[src/rtl/dmw_pkg.sv]
package dmw_pkg;
   typedef enum logic {
      LAW_MU = 1'b0,
      LAW_A  = 1'b1
   } law_e;

   // Magnitude fields (chord and step) at the outer and inner phases of a half cycle
   localparam logic [6:0] MU_MAG_OUTER = 7'h1E;
   localparam logic [6:0] MU_MAG_INNER = 7'h0B;
   localparam logic [6:0] A_MAG_OUTER  = 7'h34;
   localparam logic [6:0] A_MAG_INNER  = 7'h21;

   localparam logic [7:0] MU_ZERO_CODE = 8'hFF;
   localparam logic [7:0] A_ZERO_CODE  = 8'hD5;

   function automatic logic [7:0] zero_code(law_e law);
      return (law == LAW_A) ? A_ZERO_CODE : MU_ZERO_CODE;
   endfunction
endpackage

[src/rtl/dmw_phase_seq.sv]
module dmw_phase_seq #(
   parameter int PHASES = 8,
   localparam int PW = $clog2(PHASES)
) (
   input  logic          clk,
   input  logic          rst_n,
   input  logic          frame_stb,
   input  logic          tone_en,
   output logic [PW-1:0] phase,
   output logic          active
);
   localparam logic [PW-1:0] LAST = PW'(PHASES - 1);

   always_ff @(posedge clk) begin
      if (!rst_n) begin
         phase  <= '0;
         active <= 1'b0;
      end else if (!tone_en) begin
         phase  <= '0;
         active <= 1'b0;
      end else if (frame_stb) begin
         if (!active) begin
            active <= 1'b1;
            phase  <= '0;
         end else if (phase == LAST) begin
            phase <= '0;
         end else begin
            phase <= phase + 1'b1;
         end
      end
   end
endmodule

[src/rtl/dmw_law_latch.sv]
module dmw_law_latch
   import dmw_pkg::*;
(
   input  logic clk,
   input  logic rst_n,
   input  logic frame_stb,
   input  logic law_sel,
   output law_e law_q
);
   always_ff @(posedge clk) begin
      if (!rst_n)         law_q <= LAW_MU;
      else if (frame_stb) law_q <= law_e'(law_sel);
   end
endmodule

[src/rtl/dmw_code_map.sv]
module dmw_code_map
   import dmw_pkg::*;
#(
   parameter int PW     = 3,
   parameter int CODE_W = 8,
   parameter bit FOLDED = 1'b1
) (
   input  law_e              law,
   input  logic [PW-1:0]     phase,
   input  logic              active,
   output logic [CODE_W-1:0] code
);
   logic [CODE_W-1:0] tone;

   generate
      if (FOLDED) begin : g_folded
         // Sign from the half cycle; magnitude mirrors around the half-cycle centre
         logic inner;
         logic [6:0] mag;
         always_comb begin
            inner = phase[1] ^ phase[0];
            if (law == LAW_A) mag = inner ? A_MAG_INNER  : A_MAG_OUTER;
            else              mag = inner ? MU_MAG_INNER : MU_MAG_OUTER;
            tone = {phase[PW-1], mag};
         end
      end else begin : g_table
         always_comb begin
            unique case ({law, phase})
               4'b0_000: tone = 8'h1E;
               4'b0_001: tone = 8'h0B;
               4'b0_010: tone = 8'h0B;
               4'b0_011: tone = 8'h1E;
               4'b0_100: tone = 8'h9E;
               4'b0_101: tone = 8'h8B;
               4'b0_110: tone = 8'h8B;
               4'b0_111: tone = 8'h9E;
               4'b1_000: tone = 8'h34;
               4'b1_001: tone = 8'h21;
               4'b1_010: tone = 8'h21;
               4'b1_011: tone = 8'h34;
               4'b1_100: tone = 8'hB4;
               4'b1_101: tone = 8'hA1;
               4'b1_110: tone = 8'hA1;
               default:  tone = 8'hB4;
            endcase
         end
      end
   endgenerate

   assign code = active ? tone : zero_code(law);
endmodule

[src/rtl/dmw_tone_gen.sv]
module dmw_tone_gen
   import dmw_pkg::*;
#(
   parameter int PHASES = 8,
   parameter int CODE_W = 8,
   parameter bit FOLDED = 1'b1,
   localparam int PW = $clog2(PHASES)
) (
   input  logic              clk,
   input  logic              rst_n,
   input  logic              frame_stb,
   input  logic              tone_en,
   input  logic              law_sel,
   output logic [CODE_W-1:0] pcm_code
);
   if (PHASES != 8) begin : g_bad_phases
      $error("dmw_tone_gen: the tone is defined for exactly 8 phase points");
   end
   if (CODE_W != 8) begin : g_bad_width
      $error("dmw_tone_gen: companded codes are 8 bits wide");
   end

   logic [PW-1:0] phase_w;
   logic          active_w;
   law_e          law_w;

   dmw_phase_seq #(.PHASES(PHASES)) u_seq (
      .clk       (clk),
      .rst_n     (rst_n),
      .frame_stb (frame_stb),
      .tone_en   (tone_en),
      .phase     (phase_w),
      .active    (active_w)
   );

   dmw_law_latch u_law (
      .clk       (clk),
      .rst_n     (rst_n),
      .frame_stb (frame_stb),
      .law_sel   (law_sel),
      .law_q     (law_w)
   );

   dmw_code_map #(.PW(PW), .CODE_W(CODE_W), .FOLDED(FOLDED)) u_map (
      .law    (law_w),
      .phase  (phase_w),
      .active (active_w),
      .code   (pcm_code)
   );
endmodule

[config.mk]
export PLATFORM = sky130hd
export DESIGN_NAME = dmw_tone_gen
export DESIGN_NICKNAME = d
export VERILOG_FILES = /design/src/rtl/dmw_pkg.sv /design/src/rtl/dmw_phase_seq.sv /design/src/rtl/dmw_law_latch.sv /design/src/rtl/dmw_code_map.sv /design/src/rtl/dmw_tone_gen.sv
export SDC_FILE = /design/constraint.sdc
export NUM_CORES = 1
export LEC_CHECK = 0
export BUFFER_PORTS_ARGS = -buffer_cell sky130_fd_sc_hd__clkbuf_2
export CORE_AREA = 2 2 39 41
export CTS_CLUSTER_DIAMETER = 60
export DETAILED_ROUTE_END_ITERATION = 16
export DIE_AREA = 0 0 41 43
export PLACE_DENSITY_LB_ADDON = 0.05
export RECOVER_POWER = 100
export SYNTH_ARGS = -nofsm -noshare
export SYNTH_HDL_FRONTEND = slang
export SYNTH_SLANG_ARGS = --single-unit
export TNS_END_PERCENT = 5
[constraint.sdc]
create_clock -name clk -period 1.05 [get_ports clk]
set_input_delay 0.105 -clock clk [delete_from_list [all_inputs] [get_ports clk]]
set_output_delay 0.105 -clock clk [all_outputs]
set_load 0.005 [all_outputs]
Word-level counts from Yosys, hierarchy flattened
Index checks and enable logic that the tools add are counted.

storage, ports and cells
  output and inout port bits = 8
  logic and storage cells = 14
  input bits = 5
  register bits after elaboration = 5

operators by class
  reductions and logical operators = 1
  multiplexer cells = 7
  bitwise logic cells = 1
  equality and inequality tests = 1
  add/sub/neg operators = 1

operators by type and width
  kind                 number
  $mux 6               2
  $mux 5               2
  $mux 8               1
  $mux 3               2
  $add 3x1->3 const B  1
  $eq 3x3->1 const B   1
  $reduce_and 2->1     1
  $xor 1x1->1          1

Logic depth before layout (Yosys ltp)
  depth after elaboration = 4
  mapped depth = 4
  mapped depth without buffers = 4

Hierarchy
Synthesis repeated with hierarchy kept, for this count alone.

unflattened totals
  cells, all modules = 33
  area, all modules = 290.3 um^2

modules (own cells, without submodules)
  module         cells an instance  area each (um^2)  times used  sequential area each (um^2)
  dmw_phase_seq  18                 171.4             1           80.1
  dmw_code_map   12                 82.6              1           0.0
  dmw_law_latch  3                  36.3              1           20.0

Least setup slack after synthesis
No wires, ideal clock.

  kind = register to output
  from = reg u_seq.active
  to = out pcm_code[3]
  cell stages (with the launch flop) = 5
  arrival = 1.129 ns
  buffers on the path = 1
  path slack = -0.184 ns
  data required time = 0.945 ns
  path through = dfxtp_1 > inv_1 > ha_1 > or2_2 > buf_4

on the way
  word-level cells in the longest chain between the ends = 1

RTL lines
  what                    RTL line             RTL
  start, declared         dmw_phase_seq.sv:10  output logic active
  start signal, assigned  dmw_phase_seq.sv:17  active <= 1'b0;
  start signal, assigned  dmw_phase_seq.sv:20  active <= 1'b0;
  start signal, assigned  dmw_phase_seq.sv:23  active <= 1'b1;
  $mux 8                  dmw_code_map.sv:50   assign code = active ? tone : zero_code(law);
  end, declared           dmw_tone_gen.sv:14   output logic [CODE_W-1:0] pcm_code

No other way between the ends.

Worst setup path in the final report
  from = reg u_seq.active
  to = out pcm_code[1]

Same word-level chain as after synthesis.

==> run summary <==
The flow ran to the end, but the final reports show violations. The final reports fail on negative setup slack. The final-layout worst hold slack came out at 0.111 ns.

The filler-free cell count of the finished design is 65. The internal power of the cells totals 0.000387 W. In this run the number of H-tree levels came out at 1.

The warning count from the yosys run came out at 0. Clock-pin slew was measured on the worst setup and hold paths at 0.04 ns. The count of final max-slew check failures is 0.

The total power of the final layout came out at 0.000508 W. The pin count of the biggest net entering global routing is 9. The largest individual stage delay along the critical path comes from the cell dfxtp_4. The setup slack of the critical path after layout came out at -0.192 ns. The latest clock arrival within the worst-skew pair came out at 0.24 ns. The antenna cell count is 0. The critical path is of the register to output pin type.

The number of buffers inserted for hold repair after clock tree synthesis came out at 0. The endpoint kind of the worst setup timing path is an output pin. The effective utilization at floorplan came out at 21.2%. The share of total power consumed by net switching is 23.7%. The aggregate global routing overflow came out at 0. The initial antenna violation count is 0.

Counting I/O delays and the setup requirement, the final critical path takes 1.24 ns. The number of global-route vias before repair is 262. The routed design has 648 um of wire. The synthesized instance count came out at 33. The largest clock skew in the final design came out at 0.000782 ns.

The number of search-and-repair iterations in the first detailed-routing pass is 5. Dividing the synthesized area by the synthesized cell count gives 8.87 um^2. The horizontal die dimension came out at 41 um. The number of cells in the design after placement is 59. The number of buffers added by the clock tree synthesis step is 3. The combined area of the multi-input logic cells came out at 214 um^2. The count of nets after finishing is 59. Detailed routing inserted a total of 273 vias. Power spread over the standard cell area amounts to 1070 nW/um^2. The share of total power in the clock network came out at 43.9%. The stage delay of the slowest cell on the critical path came out at 0.37 ns. Across the run, the number of max-cap violations was 0.

The most instantiated flip-flop cell in the synthesis netlist is dfxtp_1. The type of the most critical hold path is input port to register. Counting flops with an async set or reset pin after synthesis yields a share of 0%. The iteration-0 DRC count of the detailed router is 1. Traced cell by cell, the critical path runs through inv_4, ha_4, or2_4, buf_6. The share of the clock period used by the worst path is 118%. The largest area contributor in the netlist is dfxtp_1. The die covers 1760 um^2. Cells with a size suffix above 1 make up 59.2% of the layout. The root buffer cell chosen for the clock tree is clkbuf_4. The final number of hold-violating endpoints is 0.

The worst ir drop on vdd came out at 0.487 mV. The combinational share of power came out at 16.7%. The worst min-delay path startpoint is rst_n. The area of the placeable core is 1380 um^2.

Counting buffers and inverters, the worst setup path is 4 cells deep. The post-detailed-placement half-perimeter wirelength came out at 466 um. The longest clock path from root to sink contains 2 buffers.

Global routing consumed, on the met3 layer, 4.71% of the routing resources. The final count of negative-setup-slack endpoints came out at 7. The critical path contains buffers and inverters numbering 2 combined.

The global-route wire length before repair is 1.01 mm. The cell type group with the largest total delay on the critical path is flip-flops. STA classifies the critical path startpoint as a register. The relative max-transition margin came out at 80.1%. The number of standard-cell rows in the floorplan came out at 14. The cell area that synthesis handed to floorplanning was 293 um^2. Relative to the synthesized area, the layout overhead comes to 61.5%.

The number of storage elements in the synthesis netlist came out at 5. The maximum fanout encountered on the critical timing path is 3. The internal reg-to-reg setup slack came out at 0.01 ns. The commonest cells after synthesis are dfxtp_1, nand2b_1, ha_1. The die span in y is 43 um.

The actual transition at the worst max-transition pin is 0.299 ns. Global routing used 14.1% of the available met2 tracks. The data required time of the critical path came out at 0.94 ns. The net switching power is 0.000120 W.

The clock tree from TritonCTS is yes. The destination of the worst register-to-register timing path is u_seq.phase[0]. After synthesis, the cell types taking the most area are dfxtp_1, ha_1, nand2b_1. The fraction of met1 tracks used by global routing is 7.42%. The sequential group share of total power came out at 39.4%. Synthesis instantiated 14 different standard cells from the library.

The overall global routing resource usage came out at 9.55%. The most congested layer reported by global routing is met2. The area fraction of the dominant cell type after synthesis came out at 34.2%.

The total of buffers placed on input and output ports came out at 12. In this run the worst setup path begins at u_seq.active. The area taken by flip-flops and latches came out at 108 um^2. The most critical setup path has its endpoint at pcm_code[1]. In this run the remaining antenna-violating nets after routing total 0. In this run the static leakage power is 0.187 nW.

The cell count of the worst reg-to-reg path is 4. The maximum clock frequency came out at 805 MHz. Setup repair after global routing could not meet its margin everywhere.

The sequential element share of the synthesized area is 34.2%. Counting the fill cells in the layout gives 156. The number of sinks handled by clock tree synthesis is 5. The count of flip-flops with a built-in enable after synthesis is 0. The worst register-to-register path begins at u_seq.phase[0]. The data arrival time at the worst-slack endpoint is 1.14 ns. The average vias per placed instance is 4.20. The average routed wire per standard cell came out at 9.97 um. The final weighted congestion in routability-driven placement came out at 0.767.

The number of nets in the synthesized netlist came out at 42. The post-route DRC violation count came out at 0. The number of top-level pins is 13.
==> logic make-up after synthesis <==
logic type	after synthesis	share of synthesized area, %
AO/OA/AOI/OAI	3	5.13
adder cells (fa/ha/maj)	4	17.1
buffers and inverters	6	11.5
flip-flops	5	34.2
multiplexers	1	3.42
AND/OR/NAND/NOR	14	28.6
==> layer usage <==
metal  wire length, um  part of all wire, %
met4                10                  1.5
met3                44                  6.8
met2               347                   54
met1               245                   38
met5                 0                    0
==> layout by cell type, fill, tap and decap left out, drive strengths merged, types with 2 or more instances in the layout <==
master  instances
a21oi           3
buf             4
clkbuf         15
dfxtp           5
ha              4
inv             3
nand2           2
nand2b          5
nor2            2
==> power by group through the flow <==
| stage | combinational, W | clock [W] | sequential (W) |
|---|---|---|---|
| 6_report | 0.0000849 | 0.000223 | 0.000200 |
| 5_1_grt | 0.0000962 | 0.000240 | 0.000200 |
| 4_1_cts | 0.0000767 | 0.000238 | 0.000198 |
| 3_5_place_dp | 0.0000654 | 0 | 0.000201 |
| 3_3_place_gp | 0.0000634 | 0 | 0.000200 |
| 2_1_floorplan | 0.0000389 | 0 | 0.000202 |
==> what timing repair did <==
| action | in CTS | in global routing |
|---|---|---|
| setup endpoints to repair | 9 | 9 |
| resized for setup | 8 | 6 |
| pin swaps | 4 | 2 |
| setup buffers | 2 | 0 |
==> state kept, by name, summed over array words and instances (netlist names) <==
name,cells
u_seq.phase,3
u_law.law_q,1
u_seq.active,1
==> final cells by class <==
| cell class | count | share of cell area (%) |
|---|---|---|
| flip-flops and latches | 5 | 22.8 |
| clock buffers | 4 | 5.56 |
| well taps | 16 | 4.23 |
| inverters | 3 | 2.91 |
| multi-input cells | 22 | 45.2 |
| repair buffers | 15 | 19.3 |
==> metrics by stage <==
step / utilization [%] / setup slack [ns] / setup TNS (ns) / instance area (um^2)
3_5_place_dp: 26.3 / -0.0447 / -0.0737 / 364
2_1_floorplan: - / 0.00110 / 0 / 299
4_1_cts: 31.6 / -0.192 / -0.755 / 437
6_report: 34.2 / -0.192 / -1.03 / 473
5_1_grt: 34.2 / -0.227 / -1.48 / 473
3_3_place_gp: 26.3 / 0.00968 / 0 / 364
==> how the worst min path moves through the flow <==
stage / cells after the start / endpoint
2_1_floorplan: 1 / u_law.law_q
3_3_place_gp: 2 / u_law.law_q
3_5_place_dp: 2 / u_law.law_q
4_1_cts: 2 / u_law.law_q
5_1_grt: 2 / u_law.law_q
6_report: 2 / u_law.law_q
Power figures use the tool's default switching activity.
